<file path="config.mk">
export PLATFORM = sky130hd
export DESIGN_NAME = subword_mac
export DESIGN_NICKNAME = d
export VERILOG_FILES = /design/src/rtl/vmad_pkg.sv /design/src/rtl/vmad_pick.sv /design/src/rtl/vmad_mul_stage.sv /design/src/rtl/vmad_finish_stage.sv /design/src/rtl/subword_mac.sv
export SDC_FILE = /design/constraint.sdc
export NUM_CORES = 1
export LEC_CHECK = 0
export BUFFER_PORTS_ARGS = -buffer_cell sky130_fd_sc_hd__buf_2
export CORE_MARGIN = 2
export CORE_UTILIZATION = 55
export DETAILED_ROUTE_END_ITERATION = 7
export MAX_ROUTING_LAYER = met4
export PLACE_DENSITY = 0.77
export SLEW_MARGIN = 0
export SYNTH_ARGS = -nofsm -noshare
export SYNTH_HDL_FRONTEND = slang
export SYNTH_SLANG_ARGS = --single-unit
</file>
<file path="constraint.sdc">
create_clock -name clk -period 22.1 [get_ports clk]
set_input_delay 1.105 -clock clk [delete_from_list [all_inputs] [get_ports clk]]
set_output_delay 1.105 -clock clk [all_outputs]
set_load 0.03 [all_outputs]
</file>
<file path="src/rtl/vmad_pkg.sv">
package vmad_pkg;
    parameter int unsigned WORD = 32;
    localparam int unsigned HALF = WORD / 2;
    localparam int unsigned BYTE = 8;
    localparam int unsigned NPOS = WORD / BYTE;
    localparam int unsigned POSW = $clog2(NPOS);
    localparam int unsigned OPW  = HALF + 1;      // extended operand
    localparam int unsigned PRODW = 2 * OPW;      // signed product
    localparam int unsigned SUMW = PRODW + 1;     // product + accumulator

    typedef enum logic [1:0] {
        SEL_LOW  = 2'd0,
        SEL_HIGH = 2'd1,
        SEL_WORD = 2'd2,
        SEL_RSVD = 2'd3
    } sub_sel_e;

    typedef enum logic [1:0] {
        SHR_NONE = 2'd0,
        SHR_7    = 2'd1,
        SHR_15   = 2'd2,
        SHR_ALT  = 2'd3
    } post_shr_e;

    typedef enum logic {
        STG_EMPTY = 1'b0,
        STG_FULL  = 1'b1
    } stage_st_e;

    typedef struct packed {
        logic signed [PRODW-1:0] prod;
        logic signed [WORD:0]    acc;
        logic                    res_signed;
        post_shr_e               shr;
        logic                    sat;
        logic                    zero;
        logic                    err;
    } mul_reg_t;
endpackage

</file>
<file path="src/rtl/vmad_pick.sv">
module vmad_pick
    import vmad_pkg::*;
(
    input  logic [WORD-1:0]       src,
    input  logic                  chunk,
    input  sub_sel_e              sel,
    input  logic [POSW-1:0]       pos,
    input  logic                  is_signed,
    output logic signed [OPW-1:0] val,
    output logic                  rsvd,
    output logic                  wide
);
    logic [WORD-1:0] shifted;
    logic [BYTE-1:0] byte_v;
    logic [HALF-1:0] half_v;

    always_comb begin
        shifted = src >> (pos * BYTE);
        byte_v  = shifted[BYTE-1:0];
        half_v  = '0;
        rsvd    = 1'b0;
        wide    = 1'b0;
        val     = '0;
        if (!chunk) begin
            val = {{(OPW-BYTE){is_signed & byte_v[BYTE-1]}}, byte_v};
        end else begin
            unique case (sel)
                SEL_LOW:  half_v = src[HALF-1:0];
                SEL_HIGH: half_v = src[WORD-1:HALF];
                SEL_WORD: wide   = 1'b1;
                SEL_RSVD: rsvd   = 1'b1;
            endcase
            val = {{(OPW-HALF){is_signed & half_v[HALF-1]}}, half_v};
        end
    end

    // an unsigned byte never reaches past bit 7
    always_comb begin
        if (!chunk && !is_signed)
            a_r1_byte_unsigned_range: assert (val[OPW-1:BYTE] == '0)
                else $error("unsigned byte operand out of range");
    end
endmodule

</file>
<file path="src/rtl/vmad_mul_stage.sv">
module vmad_mul_stage
    import vmad_pkg::*;
(
    input  logic                  clk,
    input  logic                  rst_n,
    input  logic                  up_valid,
    output logic                  up_ready,
    input  logic signed [OPW-1:0] a_val,
    input  logic signed [OPW-1:0] b_val,
    input  logic signed [WORD:0]  acc_ext,
    input  logic                  res_signed,
    input  post_shr_e             shr,
    input  logic                  sat,
    input  logic                  zero,
    input  logic                  err,
    output logic                  dn_valid,
    input  logic                  dn_take,
    output mul_reg_t              dn_q
);
    stage_st_e st, st_nx;
    logic      accept;

    always_comb begin
        up_ready = (st == STG_EMPTY) || dn_take;
        accept   = up_valid && up_ready;
        dn_valid = (st == STG_FULL);
        st_nx    = st;
        unique case (st)
            STG_EMPTY: if (accept) st_nx = STG_FULL;
            STG_FULL:  if (dn_take && !accept) st_nx = STG_EMPTY;
        endcase
    end

    always_ff @(posedge clk) begin
        if (!rst_n) st <= STG_EMPTY;
        else        st <= st_nx;
    end

    always_ff @(posedge clk) begin
        if (!rst_n) begin
            dn_q <= '0;
        end else if (accept) begin
            dn_q.prod       <= PRODW'(a_val) * PRODW'(b_val);
            dn_q.acc        <= acc_ext;
            dn_q.res_signed <= res_signed;
            dn_q.shr        <= shr;
            dn_q.sat        <= sat;
            dn_q.zero       <= zero;
            dn_q.err        <= err;
        end
    end

    // a held product stays put until the next stage takes it
    a_r11_product_held: assert property (@(posedge clk) disable iff (!rst_n)
        (st == STG_FULL && !dn_take) |=> (st == STG_FULL && $stable(dn_q)));
endmodule

</file>
<file path="src/rtl/vmad_finish_stage.sv">
module vmad_finish_stage
    import vmad_pkg::*;
(
    input  logic            clk,
    input  logic            rst_n,
    input  logic            up_valid,
    output logic            up_take,
    input  mul_reg_t        up_q,
    output logic            out_valid,
    input  logic            out_ready,
    output logic [WORD-1:0] out_data,
    output logic            out_err
);
    localparam logic signed [SUMW-1:0] SMAX = {{(SUMW-WORD+1){1'b0}}, {(WORD-1){1'b1}}};
    localparam logic signed [SUMW-1:0] SMIN = {{(SUMW-WORD+1){1'b1}}, {(WORD-1){1'b0}}};
    localparam logic signed [SUMW-1:0] UMAX = {{(SUMW-WORD){1'b0}}, {WORD{1'b1}}};

    stage_st_e               st, st_nx;
    logic signed [SUMW-1:0]  sum, shifted, clamped;
    logic        [WORD-1:0]  res_nx;

    always_comb begin
        up_take   = up_valid && ((st == STG_EMPTY) || out_ready);
        out_valid = (st == STG_FULL);
        st_nx     = st;
        unique case (st)
            STG_EMPTY: if (up_take) st_nx = STG_FULL;
            STG_FULL:  if (out_ready && !up_take) st_nx = STG_EMPTY;
        endcase
    end

    always_comb begin
        sum = SUMW'(up_q.prod) + SUMW'(up_q.acc);
        unique case (up_q.shr)
            SHR_7:    shifted = sum >>> 7;
            SHR_15:   shifted = sum >>> 15;
            SHR_NONE,
            SHR_ALT:  shifted = sum;
        endcase
        clamped = shifted;
        if (up_q.sat) begin
            if (up_q.res_signed) begin
                if (shifted > SMAX)      clamped = SMAX;
                else if (shifted < SMIN) clamped = SMIN;
            end else begin
                if (shifted < 0)         clamped = '0;
                else if (shifted > UMAX) clamped = UMAX;
            end
        end
        res_nx = (up_q.zero || up_q.err) ? '0 : clamped[WORD-1:0];
    end

    always_ff @(posedge clk) begin
        if (!rst_n) st <= STG_EMPTY;
        else        st <= st_nx;
    end

    always_ff @(posedge clk) begin
        if (!rst_n) begin
            out_data <= '0;
            out_err  <= 1'b0;
        end else if (up_take) begin
            out_data <= res_nx;
            out_err  <= up_q.err;
        end
    end

    // a reserved selector yields a zero result without error
    a_r3_reserved_zero: assert property (@(posedge clk) disable iff (!rst_n)
        (up_take && up_q.zero && !up_q.err) |=> (out_data == '0 && !out_err));
    // the whole-word selector yields zero with the error flag
    a_r4_word_error: assert property (@(posedge clk) disable iff (!rst_n)
        (up_take && up_q.err) |=> (out_data == '0 && out_err));
endmodule

</file>
<file path="src/rtl/subword_mac.sv">
module subword_mac
    import vmad_pkg::*;
(
    input  logic            clk,
    input  logic            rst_n,
    input  logic            in_valid,
    output logic            in_ready,
    input  logic [31:0]     a_src,
    input  logic [31:0]     b_src,
    input  logic [31:0]     c_acc,
    input  logic [15:0]     imm_b,
    input  logic            a_signed,
    input  logic            b_signed,
    input  logic            a_chunk,
    input  logic [1:0]      a_type,
    input  logic [1:0]      a_pos,
    input  logic            b_chunk,
    input  logic [1:0]      b_type,
    input  logic [1:0]      b_pos,
    input  logic            b_from_reg,
    input  logic [1:0]      shift_sel,
    input  logic            saturate,
    output logic            out_valid,
    input  logic            out_ready,
    output logic [31:0]     out_data,
    output logic            out_err
);
    logic signed [OPW-1:0] a_val, b_reg_val, b_val;
    logic                  a_rsvd, a_wide, b_rsvd, b_wide;
    logic                  res_signed, zero_f, err_f;
    logic signed [WORD:0]  acc_ext;
    logic                  s1_valid, s1_take;
    mul_reg_t              s1_q;

    vmad_pick u_pick_a (
        .src(a_src), .chunk(a_chunk), .sel(sub_sel_e'(a_type)), .pos(a_pos),
        .is_signed(a_signed), .val(a_val), .rsvd(a_rsvd), .wide(a_wide)
    );

    vmad_pick u_pick_b (
        .src(b_src), .chunk(b_chunk), .sel(sub_sel_e'(b_type)), .pos(b_pos),
        .is_signed(b_signed), .val(b_reg_val), .rsvd(b_rsvd), .wide(b_wide)
    );

    always_comb begin
        res_signed = a_signed || b_signed;
        b_val   = b_from_reg ? b_reg_val
                             : {b_signed & imm_b[HALF-1], imm_b};
        acc_ext = {res_signed & c_acc[WORD-1], c_acc};
        zero_f  = a_rsvd || (b_from_reg && b_rsvd);
        err_f   = a_wide || (b_from_reg && b_wide);
    end

    vmad_mul_stage u_mul (
        .clk(clk), .rst_n(rst_n),
        .up_valid(in_valid), .up_ready(in_ready),
        .a_val(a_val), .b_val(b_val), .acc_ext(acc_ext),
        .res_signed(res_signed), .shr(post_shr_e'(shift_sel)),
        .sat(saturate), .zero(zero_f), .err(err_f),
        .dn_valid(s1_valid), .dn_take(s1_take), .dn_q(s1_q)
    );

    vmad_finish_stage u_fin (
        .clk(clk), .rst_n(rst_n),
        .up_valid(s1_valid), .up_take(s1_take), .up_q(s1_q),
        .out_valid(out_valid), .out_ready(out_ready),
        .out_data(out_data), .out_err(out_err)
    );

    // a refused result is held unchanged
    a_r11_result_hold: assert property (@(posedge clk) disable iff (!rst_n)
        (out_valid && !out_ready) |=> (out_valid && $stable(out_data) && $stable(out_err)));
    // input is refused only under an output stall
    a_r10_ready_only_stall: assert property (@(posedge clk) disable iff (!rst_n)
        !in_ready |-> (out_valid && !out_ready));
endmodule

</file>
==> impl_metrics.ini <==
[route]
detail_route.drc_violations = 0
final_antenna_net_count = 0
dr_total_vias = 16600
via_per_inst = 5.84
initialDrtViolationCount = 1340
routed_wirelength_um = 53400
routedWlPerCell_um = 18.8
dr.pass1.iters = 7

[power_and_ir_drop]
power.clock.fraction = 0.049
switching_share = 0.534
seq_power_share = 0.075
ir_drop_uv = 193
cellInternalPower_uw = 1520
p_comb_frac = 0.875
pwr_density_cell_mw_per_mm2 = 162
leakage_uw = 0.00995
total_switching_power_uw = 1750

[setup_path]
worstPathArrival_ns = 9.16
worst-setup-path-type = in2reg
timing.reg2reg.worst_path_depth = 11
path_max_fanout = 9
startpoint_type = input port
crit_required_ns = 22.37
worstSetupEndpointType = flop

[place]
placed_cell_area_mm2 = 0.0199
post-place-ws_ns = 12.97
dp_hpwl_um = 44100
numPortBuffers = 166
gp_routability_congestion = 0.986

[timing]
postLayoutSetupSlackWorst_ns = 13.22
fmax_mhz = 113
timing.final.setup_violations = 0
post-route-min-period_ns = 8.88
worst_slew_margin_rel = 0.197
finalHoldViolCount = 0
finalHoldWorstSlack_ns = 0.449
finalSetupTns_ns = 0
tightest_slew_ns = 1.20
finalCritPeriodShare = 0.402
timing_max_transition_violations_final = 0
unrepaired_setup_endpoints_after_global_routing = false
clock_skew_ns = 0.0226

[finish]
layout.nets = 2940
post_route_cells_drive_above_1_share = 0.101
num_antenna_cells = 0
syn2layout_area_growth_pct = 7.23
finish.utilization = 0.601
design_area_mm2 = 0.0202

[status]
outcome = finished clean

[floorplanning]
floorplan.rows = 67
die_area_mm2 = 0.0357
initial_core_util = 0.560
fp.coreArea_mm2 = 0.0336
fp.dieH_um = 189
pin_count = 167
die-width_um = 189

[logic_synthesis]
dominantRegCellSynth = sky130_fd_sc_hd__dfxtp_1
synth.yosys.seq_area_share = 0.115
count_of_mapped_cells_out_of_synthesis = 2305
synth_seq_cells = 108
synth_area_per_cell_um2 = 8.17
synth_top_area_share = 0.316
share_of_synthesized_registers_carrying_an_async_set_or_reset = 0
syn-cell-area_mm2 = 0.0188
yosys-top-cells-area = sky130_fd_sc_hd__fa_1 32%, sky130_fd_sc_hd__dfxtp_1 11%, sky130_fd_sc_hd__ha_1 8.0%, sky130_fd_sc_hd__inv_1 7.3%, sky130_fd_sc_hd__nand2_1 6.6%
post_synth_num_cell_types = 82
synth_area_leader_cell = sky130_fd_sc_hd__fa_1
yosys_warnings = 0
mappedNetlistNets = 2855
number_of_enable_type_register_cells_in_the_synthesized_netlist = 0

[clock_network]
post_cts_resize_count = 0
clock_insertion_delay_worst_skew_ns = 0.37
clock_path_buffers = 2
cts_setup_buffers = 0
cts_htree_levels = 3
postCtsHoldBufs = 0
cts.sink_count = 108
cts_inserted_buffers = 9
clk_pin_slew_ns = 0.08
clk_root_buffer_cell = sky130_fd_sc_hd__clkbuf_16
cts_tree = done

[global_routing]
first_global_vias = 17211
gr_overflow_total = 0
grt_antenna_before_repair = 0
wire_length_of_the_first_global_routing_pass_um = 87900
largest_net_degree_at_the_start_of_global_routing = 81
grt_resource_usage_total = 0.319

[hold_path]
hp-class = reg2reg
hold_path_depth = 2

[flow_run]
max_cap_violations = 0
[critical path: stages]
cell and delay (ns):
sky130_fd_sc_hd__buf_2 0.26, sky130_fd_sc_hd__mux4_2 0.56, sky130_fd_sc_hd__a21oi_1 0.79, sky130_fd_sc_hd__nor2_1 0.16, sky130_fd_sc_hd__fa_1 0.55, sky130_fd_sc_hd__inv_1 0.06, sky130_fd_sc_hd__fa_1 0.56, sky130_fd_sc_hd__fa_1 0.45
sky130_fd_sc_hd__fa_1 0.49, sky130_fd_sc_hd__inv_1 0.05, sky130_fd_sc_hd__fa_1 0.53, sky130_fd_sc_hd__inv_1 0.06, sky130_fd_sc_hd__fa_1 0.52, sky130_fd_sc_hd__inv_1 0.04, sky130_fd_sc_hd__ha_1 0.23, sky130_fd_sc_hd__nor2_1 0.15
sky130_fd_sc_hd__nand2_1 0.08, sky130_fd_sc_hd__a211oi_1 0.37, sky130_fd_sc_hd__nor4_1 0.14, sky130_fd_sc_hd__o21ai_0 0.70, sky130_fd_sc_hd__a21oi_1 0.24, sky130_fd_sc_hd__o41ai_1 0.47, sky130_fd_sc_hd__nand2b_1 0.13, sky130_fd_sc_hd__and4_1 0.22
sky130_fd_sc_hd__nor4_1 0.23
[final timing paths]
check / startpoint / to / slack (ns)
max: a_pos[1] / u_mul.dn_q[72] / 13.22
min: u_fin.out_data[25] / u_fin.out_data[25] / 0.45
max reg2reg: u_mul.dn_q[6] / u_fin.out_data[7] / 17.97
min reg2reg: u_fin.out_data[25] / u_fin.out_data[25] / 0.45
[layout by cell type, fill, tap and decap left out, types with 26 or more instances in the layout]
cell type	n
sky130_fd_sc_hd__ha_1	121
sky130_fd_sc_hd__fa_1	297
sky130_fd_sc_hd__mux2i_1	35
sky130_fd_sc_hd__o21ai_0	79
sky130_fd_sc_hd__xnor2_1	46
sky130_fd_sc_hd__nand2_1	329
sky130_fd_sc_hd__buf_2	166
sky130_fd_sc_hd__inv_1	366
sky130_fd_sc_hd__and2_1	26
sky130_fd_sc_hd__a21o_1	31
sky130_fd_sc_hd__o21ai_1	29
sky130_fd_sc_hd__o21a_1	31
sky130_fd_sc_hd__a21oi_1	136
sky130_fd_sc_hd__dfxtp_1	108
sky130_fd_sc_hd__nor2_1	238
sky130_fd_sc_hd__nand2b_1	26
[layer usage]
metal	vias to the layer above	GRT usage	wire length (µm)
met4	0	0.110	1930
met3	135	0.0473	4130
met5	-	-	0
met1	8155	0.398	21800
li1	7642	-	-
met2	668	0.533	25500
[cell usage after synthesis (3+ instances only)]
cell and number:
sky130_fd_sc_hd__xnor2_1 46, sky130_fd_sc_hd__nor4_1 5, sky130_fd_sc_hd__o21ai_0 80, sky130_fd_sc_hd__fa_1 297, sky130_fd_sc_hd__inv_1 366, sky130_fd_sc_hd__o211ai_1 9, sky130_fd_sc_hd__mux4_2 16, sky130_fd_sc_hd__nand4_1 13
sky130_fd_sc_hd__a221oi_1 4, sky130_fd_sc_hd__a21oi_1 136, sky130_fd_sc_hd__o31ai_1 3, sky130_fd_sc_hd__buf_1 6, sky130_fd_sc_hd__o41ai_1 3, sky130_fd_sc_hd__mux2i_1 35, sky130_fd_sc_hd__buf_2 8, sky130_fd_sc_hd__or3_1 6
sky130_fd_sc_hd__o22ai_1 7, sky130_fd_sc_hd__dfxtp_1 108, sky130_fd_sc_hd__o221ai_1 12, sky130_fd_sc_hd__a22o_1 9, sky130_fd_sc_hd__a22oi_1 18, sky130_fd_sc_hd__and2_1 27, sky130_fd_sc_hd__nor3_1 23, sky130_fd_sc_hd__and4_1 8
sky130_fd_sc_hd__a21oi_2 4, sky130_fd_sc_hd__nor2_1 238, sky130_fd_sc_hd__clkbuf_1 92, sky130_fd_sc_hd__a211oi_2 3, sky130_fd_sc_hd__ha_1 121, sky130_fd_sc_hd__a31oi_1 4, sky130_fd_sc_hd__and3_1 8, sky130_fd_sc_hd__xor2_1 12
sky130_fd_sc_hd__nand3b_1 5, sky130_fd_sc_hd__nand2_1 330, sky130_fd_sc_hd__nor2b_1 11, sky130_fd_sc_hd__o21bai_1 6, sky130_fd_sc_hd__a211o_1 5, sky130_fd_sc_hd__nand3_1 22, sky130_fd_sc_hd__a221o_1 3, sky130_fd_sc_hd__o21ai_1 28
sky130_fd_sc_hd__o21a_1 31, sky130_fd_sc_hd__a2bb2oi_1 3, sky130_fd_sc_hd__a21o_1 31, sky130_fd_sc_hd__nand2b_1 26, sky130_fd_sc_hd__a211oi_1 21
[registers in the layout, summed over array words and instances (netlist names)]
signal           flops
u_fin.out_data      32
u_mul.dn_q          73
u_mul.dn_valid       1
u_fin.out_err        1
u_fin.out_valid      1
[final cells by class]
| cell class | instances | area, µm² |
|---|---|---|
| clock buffers | 10 | 229 |
| clock inverters | 6 | 47.5 |
| fillers | 3047 | 13400 |
| inverters | 368 | 1380 |
| multi-input cells | 1719 | 14800 |
| flip-flops and latches | 108 | 2160 |
| well taps | 448 | 561 |
| repair buffers | 184 | 966 |
[power by group through the flow]
stage                     combinational [µW]  sequential, µW  clock (µW)
final                                   2860             246         161
after global routing                    3290             249         172
after CTS                               2870             246         165
after detailed placement                2850             251           0
after global placement                  2770             250           0
after floorplan                         2250             251           0
[cell families (layout without fill, tap and decap cells)]
kind of cell             after synthesis  count (layout)  synth area share
flip-flops                           108             108             0.115
XOR/XNOR                              58              58            0.0270
AO/OA/AOI/OAI                        456             456             0.158
adder cells (fa/ha/maj)              418             418             0.396
multiplexers                          51              51            0.0378
buffers and inverters                478             568            0.0970
AND/OR/NAND/NOR                      736             736             0.170
[metrics by stage]
| stage | power (µW) | cells |
|---|---|---|
| 5_1_grt | 3710 | 2843 |
| 2_1_floorplan | 2500 | 2305 |
| 3_3_place_gp | 3020 | 2827 |
| 4_1_cts | 3280 | 2843 |
| 3_5_place_dp | 3100 | 2827 |
| 6_report | 3270 | 2843 |
(Power assumes the default switching activity.)
